--- config.mk ---
export PLATFORM = sky130hd
export DESIGN_NAME = sertx_framer
export DESIGN_NICKNAME = d
export VERILOG_FILES = /design/src/rtl/sertx_pkg.sv /design/src/rtl/sertx_queue.sv /design/src/rtl/sertx_ctrl.sv /design/src/rtl/sertx_fsm.sv /design/src/rtl/sertx_framer.sv
export SDC_FILE = /design/constraint.sdc
export NUM_CORES = 1
export LEC_CHECK = 0
export ABC_AREA = 0
export BUFFER_PORTS_ARGS = -buffer_cell sky130_fd_sc_hd__buf_2
export CAP_MARGIN = 20
export CORE_ASPECT_RATIO = 0.75
export CORE_UTILIZATION = 45
export CTS_BUF_LIST = sky130_fd_sc_hd__clkbuf_8
export CTS_CLUSTER_SIZE = 24
export DETAILED_ROUTE_END_ITERATION = 7
export PLACE_DENSITY = 0.66
export SYNTH_ARGS = -nofsm -noshare
export SYNTH_HDL_FRONTEND = slang
export SYNTH_SLANG_ARGS = --single-unit
export TNS_END_PERCENT = 100
--- constraint.sdc ---
create_clock -name clk -period 3.9 [get_ports clk]
set_clock_uncertainty 0.15 [all_clocks]
set_input_delay 0.78 -clock clk [delete_from_list [all_inputs] [get_ports clk]]
set_output_delay 0.78 -clock clk [all_outputs]
set_load 0.01 [all_outputs]
--- src/rtl/sertx_pkg.sv ---
package sertx_pkg;

    localparam int BYTE_W = 8;
    localparam int CTL_W  = 9;

    localparam int CTL_RST     = 1;
    localparam int CTL_EN      = 4;
    localparam int CTL_DIS     = 5;
    localparam int CTL_BRK_ON  = 7;
    localparam int CTL_BRK_OFF = 8;

    typedef enum logic [2:0] {
        ST_IDLE,
        ST_START,
        ST_DATA,
        ST_PAR,
        ST_STOP,
        ST_BRK,
        ST_BRKREC
    } tx_state_e;

    typedef struct packed {
        logic [3:0] nbits;
        logic       par_en;
        logic [1:0] par_kind;
        logic [1:0] stop_sel;
    } fmt_t;

    function automatic fmt_t decode_mode(input logic [7:0] m);
        fmt_t f;
        unique case (m[2:1])
            2'b10:   f.nbits = 4'd7;
            2'b11:   f.nbits = 4'd6;
            default: f.nbits = 4'd8;
        endcase
        f.par_en   = ~m[5];
        f.par_kind = m[4:3];
        f.stop_sel = m[7:6];
        return f;
    endfunction

endpackage

--- src/rtl/sertx_queue.sv ---
module sertx_queue #(
    parameter int DW    = 8,
    parameter int DEPTH = 4
) (
    input  logic          clk,
    input  logic          rst_n,
    input  logic          flush,
    input  logic          push,
    input  logic [DW-1:0] push_data,
    input  logic          pop,
    output logic [DW-1:0] head,
    output logic          empty,
    output logic          full
);
    localparam int AW = (DEPTH > 1) ? $clog2(DEPTH) : 1;
    localparam int CW = $clog2(DEPTH + 1);
    localparam logic [AW-1:0] LAST = AW'(DEPTH - 1);

    logic [DW-1:0] mem [DEPTH];
    logic [AW-1:0] wr_ptr, rd_ptr;
    logic [CW-1:0] count;
    logic          do_push, do_pop;

    assign empty   = (count == '0);
    assign full    = (count == CW'(DEPTH));
    assign do_push = push && !full && !flush;
    assign do_pop  = pop && !empty && !flush;
    assign head    = mem[rd_ptr];

    always_ff @(posedge clk or negedge rst_n) begin
        if (!rst_n) begin
            wr_ptr <= '0;
            rd_ptr <= '0;
            count  <= '0;
        end else if (flush) begin
            wr_ptr <= '0;
            rd_ptr <= '0;
            count  <= '0;
        end else begin
            if (do_push) wr_ptr <= (wr_ptr == LAST) ? '0 : wr_ptr + 1'b1;
            if (do_pop)  rd_ptr <= (rd_ptr == LAST) ? '0 : rd_ptr + 1'b1;
            if (do_push && !do_pop)      count <= count + 1'b1;
            else if (do_pop && !do_push) count <= count - 1'b1;
        end
    end

    always_ff @(posedge clk) begin
        if (do_push) mem[wr_ptr] <= push_data;
    end

endmodule

--- src/rtl/sertx_ctrl.sv ---
module sertx_ctrl
    import sertx_pkg::*;
(
    input  logic             clk,
    input  logic             rst_n,
    input  logic [CTL_W-1:0] ctl_word,
    output logic             flush,
    output logic             tx_en,
    output logic             brk_on
);
    logic unused_ctl_bits;
    assign unused_ctl_bits = ^{ctl_word[0], ctl_word[3:2], ctl_word[6]};

    assign flush = ctl_word[CTL_RST];

    always_ff @(posedge clk or negedge rst_n) begin
        if (!rst_n) begin
            tx_en  <= 1'b0;
            brk_on <= 1'b0;
        end else begin
            // disable strobe has priority over enable
            if (ctl_word[CTL_DIS])     tx_en <= 1'b0;
            else if (ctl_word[CTL_EN]) tx_en <= 1'b1;
            // reset and break-off both beat break-on
            if (ctl_word[CTL_RST] || ctl_word[CTL_BRK_OFF]) brk_on <= 1'b0;
            else if (ctl_word[CTL_BRK_ON])                  brk_on <= 1'b1;
        end
    end

endmodule

--- src/rtl/sertx_fsm.sv ---
module sertx_fsm
    import sertx_pkg::*;
#(
    parameter int OVS = 16
) (
    input  logic              clk,
    input  logic              rst_n,
    input  logic              flush,
    input  logic              sub_tick,
    input  logic              tx_en,
    input  logic              brk_on,
    input  logic              q_empty,
    input  logic [BYTE_W-1:0] q_head,
    input  logic [7:0]        mode_word,
    output logic              pop,
    output logic              ser_out,
    output logic              busy
);
    localparam int CNTW = $clog2(2 * OVS) + 1;
    localparam logic [CNTW-1:0] LIM_ONE  = CNTW'(OVS);
    localparam logic [CNTW-1:0] LIM_1P5  = CNTW'(OVS + OVS / 2);
    localparam logic [CNTW-1:0] LIM_TWO  = CNTW'(2 * OVS);

    tx_state_e         state_q, state_d;
    logic [CNTW-1:0]   cnt_q, tick_lim;
    logic [3:0]        idx_q;
    logic [BYTE_W-1:0] shreg_q;
    logic              par_acc_q;
    fmt_t              fmt_q;
    logic              bit_end, can_start, load_frame, par_bit;

    assign can_start = tx_en && !q_empty && !brk_on;

    always_comb begin
        tick_lim = LIM_ONE;
        if (state_q == ST_STOP) begin
            unique case (fmt_q.stop_sel)
                2'b00:   tick_lim = LIM_ONE;
                2'b01:   tick_lim = LIM_1P5;
                default: tick_lim = LIM_TWO;
            endcase
        end
    end

    assign bit_end = sub_tick && (cnt_q == tick_lim - 1'b1);

    // next-state logic
    always_comb begin
        state_d    = state_q;
        load_frame = 1'b0;
        unique case (state_q)
            ST_IDLE: begin
                if (brk_on) state_d = ST_BRK;
                else if (can_start) begin
                    state_d    = ST_START;
                    load_frame = 1'b1;
                end
            end
            ST_START: if (bit_end) state_d = ST_DATA;
            ST_DATA: begin
                if (bit_end && (idx_q == fmt_q.nbits - 4'd1))
                    state_d = fmt_q.par_en ? ST_PAR : ST_STOP;
            end
            ST_PAR: if (bit_end) state_d = ST_STOP;
            ST_STOP: begin
                if (bit_end) begin
                    if (can_start) begin
                        state_d    = ST_START;
                        load_frame = 1'b1;
                    end else begin
                        state_d = ST_IDLE;
                    end
                end
            end
            ST_BRK:    if (!brk_on) state_d = ST_BRKREC;
            ST_BRKREC: if (bit_end) state_d = ST_IDLE;
            default:   state_d = ST_IDLE;
        endcase
    end

    // state register
    always_ff @(posedge clk or negedge rst_n) begin
        if (!rst_n)     state_q <= ST_IDLE;
        else if (flush) state_q <= ST_IDLE;
        else            state_q <= state_d;
    end

    // datapath registers
    always_ff @(posedge clk or negedge rst_n) begin
        if (!rst_n) begin
            cnt_q     <= '0;
            idx_q     <= '0;
            shreg_q   <= '0;
            par_acc_q <= 1'b0;
            fmt_q     <= '0;
        end else if (flush) begin
            cnt_q     <= '0;
            idx_q     <= '0;
            par_acc_q <= 1'b0;
        end else begin
            if (state_q == ST_IDLE || state_q == ST_BRK || bit_end)
                cnt_q <= '0;
            else if (sub_tick)
                cnt_q <= cnt_q + 1'b1;

            if (load_frame) begin
                shreg_q   <= q_head;
                fmt_q     <= decode_mode(mode_word);
                idx_q     <= '0;
                par_acc_q <= 1'b0;
            end else if (state_q == ST_DATA && bit_end) begin
                shreg_q   <= shreg_q >> 1;
                par_acc_q <= par_acc_q ^ shreg_q[0];
                idx_q     <= idx_q + 4'd1;
            end
        end
    end

    always_comb begin
        unique case (fmt_q.par_kind)
            2'b00:   par_bit = par_acc_q;
            2'b01:   par_bit = ~par_acc_q;
            2'b10:   par_bit = 1'b0;
            default: par_bit = 1'b1;
        endcase
    end

    // outputs
    always_comb begin
        ser_out = 1'b1;
        busy    = 1'b0;
        unique case (state_q)
            ST_IDLE:   ser_out = 1'b1;
            ST_START:  begin ser_out = 1'b0;       busy = 1'b1; end
            ST_DATA:   begin ser_out = shreg_q[0]; busy = 1'b1; end
            ST_PAR:    begin ser_out = par_bit;    busy = 1'b1; end
            ST_STOP:   begin ser_out = 1'b1;       busy = 1'b1; end
            ST_BRK:    ser_out = 1'b0;
            ST_BRKREC: ser_out = 1'b1;
            default:   ser_out = 1'b1;
        endcase
    end

    assign pop = load_frame && !flush;

endmodule

--- src/rtl/sertx_framer.sv ---
module sertx_framer
    import sertx_pkg::*;
#(
    parameter int QDEPTH = 4,
    parameter int OVS    = 16
) (
    input  logic              clk,
    input  logic              rst_n,
    input  logic              sub_tick,
    input  logic              push_valid,
    input  logic [BYTE_W-1:0] push_data,
    input  logic [7:0]        mode_word,
    input  logic [CTL_W-1:0]  ctl_word,
    output logic              ser_out,
    output logic              q_empty,
    output logic              q_full,
    output logic              tx_busy
);
    logic              flush_w, tx_en_w, brk_on_w, pop_w;
    logic [BYTE_W-1:0] head_w;

    sertx_ctrl u_ctrl (
        .clk      (clk),
        .rst_n    (rst_n),
        .ctl_word (ctl_word),
        .flush    (flush_w),
        .tx_en    (tx_en_w),
        .brk_on   (brk_on_w)
    );

    sertx_queue #(.DW(BYTE_W), .DEPTH(QDEPTH)) u_queue (
        .clk       (clk),
        .rst_n     (rst_n),
        .flush     (flush_w),
        .push      (push_valid),
        .push_data (push_data),
        .pop       (pop_w),
        .head      (head_w),
        .empty     (q_empty),
        .full      (q_full)
    );

    sertx_fsm #(.OVS(OVS)) u_fsm (
        .clk       (clk),
        .rst_n     (rst_n),
        .flush     (flush_w),
        .sub_tick  (sub_tick),
        .tx_en     (tx_en_w),
        .brk_on    (brk_on_w),
        .q_empty   (q_empty),
        .q_head    (head_w),
        .mode_word (mode_word),
        .pop       (pop_w),
        .ser_out   (ser_out),
        .busy      (tx_busy)
    );

endmodule

==> metrics.log <==
[metrics] post-route setup slack: 312 ps
[metrics] cells resized by post-CTS repair: 0
[metrics] Max stage delay on crit path: 510 ps
[metrics] share of final-layout standard cells stronger than drive strength 1: 22.9%
[metrics] largest cells by area after synthesis: sky130_fd_sc_hd__dfrtp_1 28%, sky130_fd_sc_hd__edfxtp_1 28%, sky130_fd_sc_hd__mux4_2 5.2%, sky130_fd_sc_hd__ha_1 3.6%, sky130_fd_sc_hd__nor2_1 2.7%
[metrics] number of antenna violations at the first check in global routing: 0
[metrics] combinational family with the most area after synthesis: simple AND/OR/NAND/NOR gates
[metrics] post-synthesis cell type with the largest combined area: sky130_fd_sc_hd__dfrtp_1
[metrics] Inserted Diodes: 0
[metrics] synthesis-to-layout area growth: 11.3%
[metrics] clock transition time at the flip-flop clock pins of the worst setup and hold paths: 80 ps
[metrics] Floorplan Core Area: 7430 µm²
[metrics] Die Span X: between 100 and 150 µm
[metrics] remaining antenna violation count after routing: 0
[metrics] number of clock sinks: 71
[metrics] setup bufs post-CTS: 0
[metrics] hold slack final: 344 ps
[metrics] worst max-slew margin expressed relative to the limit: around two fifths
[metrics] proportion of synthesized area in mux cells: 10.3%
[metrics] XOR/XNOR Fraction of Synth Area: under 10%
[metrics] Synth Flop Type: sky130_fd_sc_hd__dfrtp_1
[metrics] Worst Path Class, Setup: flip-flop to flip-flop
[metrics] fraction of the core area covered by cells at the end of the flow: around 52%
[metrics] Yosys reg bits: 71
[metrics] synthesized area divided by synthesized cell count: roughly 13 µm²
[metrics] clock root cell: sky130_fd_sc_hd__clkbuf_8
[metrics] minimum clock period after layout: 3590 ps
[metrics] critical path buffer and inverter count: 0
[metrics] Switching Share: ~34%
[metrics] number of buffers inserted by port buffering: 27
[metrics] fraction of registers with async set/reset: between 50% and 60%
[metrics] LEAKAGE: 1.58 nW
[metrics] Tot GR Track Use: 17.4%
[metrics] Die Outline Area: approximately 8100 µm²
[metrics] Comb pwr share: between 20 and 30%
[metrics] result of the run: complete, no violations
[metrics] PnR Total Power: 0.00220 W
[metrics] Seq pwr share: 46.6%
[metrics] WL per Instance: between 15 and 20 µm
[metrics] total length of routed wires: between 6 and 7 mm
[metrics] DP Wirelength: ~4.3 mm
[metrics] reported max-cap violation count: 0
[metrics] maximum number of pins on one net before global-route repair: 40
[metrics] areal power density over the cells: 567 nW/µm²
[metrics] clock insertion delay at the later pin of the skew report: around 350 ps
[metrics] Critical Path End Type: flip-flop
[metrics] complex-gate fraction of the synthesized area: roughly 9.7%
[metrics] distinct cell type count of the synthesized netlist: 54
[metrics] min-delay worst type: flip-flop to flip-flop
[metrics] GPL Wtd Cong: around 0.75
[metrics] drt initial violations: ~180
[metrics] adder-cell share of the synthesized area: 4.16%
[metrics] simple-gate portion of the synthesized area: 12.1%
[metrics] slowest CP cell: sky130_fd_sc_hd__fa_1
[metrics] via count normalized by instance count: 5.21
[metrics] number of inserted filler cells in the final layout: 656
[metrics] total grt overflow: 0
[metrics] critical path arrival: 3660 ps
[metrics] Final nets: 336
[metrics] total vias in the final route: 2093
[metrics] wire length of the first global-routing pass: 10.6 mm
[metrics] Int Power: 0.00146 W
[metrics] Max FO, Critical Path: 4
[metrics] Synth top area share: approximately 28%
[metrics] Initial Utilization: between 40% and 50%
[metrics] CP Launch Type: flip-flop
[metrics] sum of negative setup slack: 0 ps
[metrics] P_sw: around 0.00074 W
[metrics] deepest level of the CTS H-tree: 3
[metrics] share of power burned in the clock network: a little under a quarter
[metrics] Period Utilization, post-route: about 92%
[metrics] post-placement worst setup slack: 365 ps
[metrics] cells along the critical path: nor2b_1, and3_1, ha_1, xor2_1, nor3_2, a21boi_4, o21a_1, nor3_1, fa_1, nand4_1, o31ai_1, a311oi_1, mux2_1
[metrics] worst-margin pin slew: 874 ps
[metrics] RSZ-0062 raised after global routing: no
[metrics] CTS Hold Buffers Added: 0
[metrics] number of nets in the synthesized netlist: 307
[metrics] WP data required: about 4000 ps
[metrics] number of synthesized flops with an enable pin: 32
[metrics] I/O Pins: 33
[metrics] total CTS buffers: 9
[metrics] y dimension of the die: 78.2 µm
[metrics] Final Hold Violating Endpoints: 0
[metrics] residual DRC count: 0
[metrics] sequential element share of the synthesized area: between 50 and 60%
[metrics] post-synthesis instance area: 3490 µm²
[metrics] number of endpoints failing setup at the final stage: 0
[metrics] maximum operating frequency: 279 MHz
[metrics] number of cells produced by synthesis: between 200 and 300
[metrics] CTS tree: done
[metrics] Worst VDD drop: around 260 µV
[metrics] Core Rows: 27
[metrics] DR pass1 iterations: 4
[metrics] dominant delay contributor by cell family on the critical path: simple AND/OR/NAND/NOR gates
[metrics] Slew Limit Fails: 0
[metrics] largest buffer count on any clock path: 2
[metrics] number of global-route vias before repair: 2201
[metrics] number of warnings printed during yosys synthesis: 0
-- sequential cells by signal, summed over array words and instances, names as in the netlist --
name and flops:
u_ctrl.tx_en 1, u_fsm.idx_q 4, u_fsm.fmt_q 8, u_queue.wr_ptr 2, u_fsm.state_q 3, u_ctrl.brk_on 1
u_fsm.cnt_q 6, u_queue.mem 32, u_queue.count 3, u_fsm.par_acc_q 1, u_fsm.shreg_q 8, u_queue.rd_ptr 2
-- cells by family (layout without fill, tap and decap cells) --
family                   count (synthesis)  count (layout)
flip-flops                              71              71
XOR/XNOR                                17              17
multiplexers                            24              24
AO/OA/AOI/OAI                           40              40
adder cells (fa/ha/maj)                 11              11
AND/OR/NAND/NOR                         75              75
buffers and inverters                   29              63
-- Yosys cell counts, types with 3 or more instances --
library cell	n
sky130_fd_sc_hd__buf_4	3
sky130_fd_sc_hd__nand2_1	11
sky130_fd_sc_hd__nor2b_1	3
sky130_fd_sc_hd__inv_1	15
sky130_fd_sc_hd__o2bb2ai_1	7
sky130_fd_sc_hd__buf_1	3
sky130_fd_sc_hd__edfxtp_1	32
sky130_fd_sc_hd__nor3_1	9
sky130_fd_sc_hd__mux4_2	8
sky130_fd_sc_hd__ha_1	10
sky130_fd_sc_hd__nor2_1	25
sky130_fd_sc_hd__xor2_1	9
sky130_fd_sc_hd__and2_1	4
sky130_fd_sc_hd__nand4_1	4
sky130_fd_sc_hd__clkbuf_1	4
sky130_fd_sc_hd__mux2_1	6
sky130_fd_sc_hd__dfrtp_1	39
sky130_fd_sc_hd__a22oi_1	8
sky130_fd_sc_hd__xnor2_1	8
sky130_fd_sc_hd__a21oi_1	7
sky130_fd_sc_hd__mux2i_1	8
sky130_fd_sc_hd__and3_1	3
-- power by group through the flow --
stage                     clock [W]  combinational (W)  sequential, W
after global placement            0           0.000632        0.00103
after global routing       0.000581           0.000731        0.00104
after floorplan                   0           0.000533       0.000997
after CTS                  0.000543           0.000659        0.00103
after detailed placement          0           0.000658        0.00104
final                      0.000522           0.000651        0.00102
-- layout by cell type (no fill, tap or decap), types with 2 or more instances in the layout --
master	count
sky130_fd_sc_hd__a311oi_1	2
sky130_fd_sc_hd__o21ai_1	2
sky130_fd_sc_hd__nor2_1	25
sky130_fd_sc_hd__xor2_1	9
sky130_fd_sc_hd__nand2b_1	2
sky130_fd_sc_hd__inv_6	4
sky130_fd_sc_hd__and2_1	4
sky130_fd_sc_hd__dfrtp_1	39
sky130_fd_sc_hd__a22oi_1	8
sky130_fd_sc_hd__mux2_4	2
sky130_fd_sc_hd__mux2_1	6
sky130_fd_sc_hd__ha_1	10
sky130_fd_sc_hd__buf_2	27
sky130_fd_sc_hd__nand2_1	11
sky130_fd_sc_hd__o2bb2ai_1	7
sky130_fd_sc_hd__nor2b_1	3
sky130_fd_sc_hd__mux2i_1	8
sky130_fd_sc_hd__a21oi_1	7
sky130_fd_sc_hd__nand4_1	4
sky130_fd_sc_hd__edfxtp_1	32
sky130_fd_sc_hd__nor3_1	9
sky130_fd_sc_hd__o31ai_1	2
sky130_fd_sc_hd__and3_1	3
sky130_fd_sc_hd__xnor2_1	8
sky130_fd_sc_hd__clkbuf_8	9
sky130_fd_sc_hd__nand3_1	2
sky130_fd_sc_hd__buf_4	5
sky130_fd_sc_hd__o21a_1	2
sky130_fd_sc_hd__inv_1	15
sky130_fd_sc_hd__mux4_2	8
-- layer usage --
metal  up-vias  wire length (µm)  global-route usage [%]
met4         0                61                    5.65
met1      1028              2910                    22.3
met2        24              2910                    27.9
li1       1035                 -                       -
met5         -                 0                       0
met3         6               184                    5.90
-- final cells by class --
type / instances / area, µm² / share of cell area, %
repair buffers: 32 / 173 / 4.45
clock inverters: 7 / 51.3 / 1.32
inverters: 15 / 56.3 / 1.45
multi-input cells: 167 / 1410 / 36.4
well taps: 101 / 126 / 3.26
clock buffers: 9 / 124 / 3.19
flip-flops and latches: 71 / 1940 / 49.9
-- through the flow --
| step | std cells | area [µm²] |
|---|---|---|
| finish | 402 | 3880 |
| global route | 402 | 3880 |
| CTS | 402 | 3880 |
| detailed placement | 386 | 3700 |
| global placement | 386 | 3700 |
| floorplan | 267 | 3490 |
-- final timing paths --
| kind | startpoint | to | slack (ps) | depth (start not counted) |
|---|---|---|---|---|
| worst max-delay path | u_fsm.fmt_q[1]$_DFFE_PN0N_ | u_queue.count[2]$_DFFE_PN0P_ | 310 | 13 |
| worst min-delay path | u_fsm.shreg_q[6]$_DFFE_PN0P_ | u_fsm.shreg_q[6]$_DFFE_PN0P_ | 340 | 1 |
| worst max register to register | u_fsm.fmt_q[1]$_DFFE_PN0N_ | u_queue.count[2]$_DFFE_PN0P_ | 310 | 13 |
| worst min register to register | u_fsm.shreg_q[6]$_DFFE_PN0P_ | u_fsm.shreg_q[6]$_DFFE_PN0P_ | 340 | 1 |
| max in group asynchronous | rst_n | u_fsm.shreg_q[6]$_DFFE_PN0P_ | 2650 | 1 |
| min in group asynchronous | rst_n | u_fsm.shreg_q[3]$_DFFE_PN0P_ | 400 | 1 |
Power figures use the tool's default switching activity.
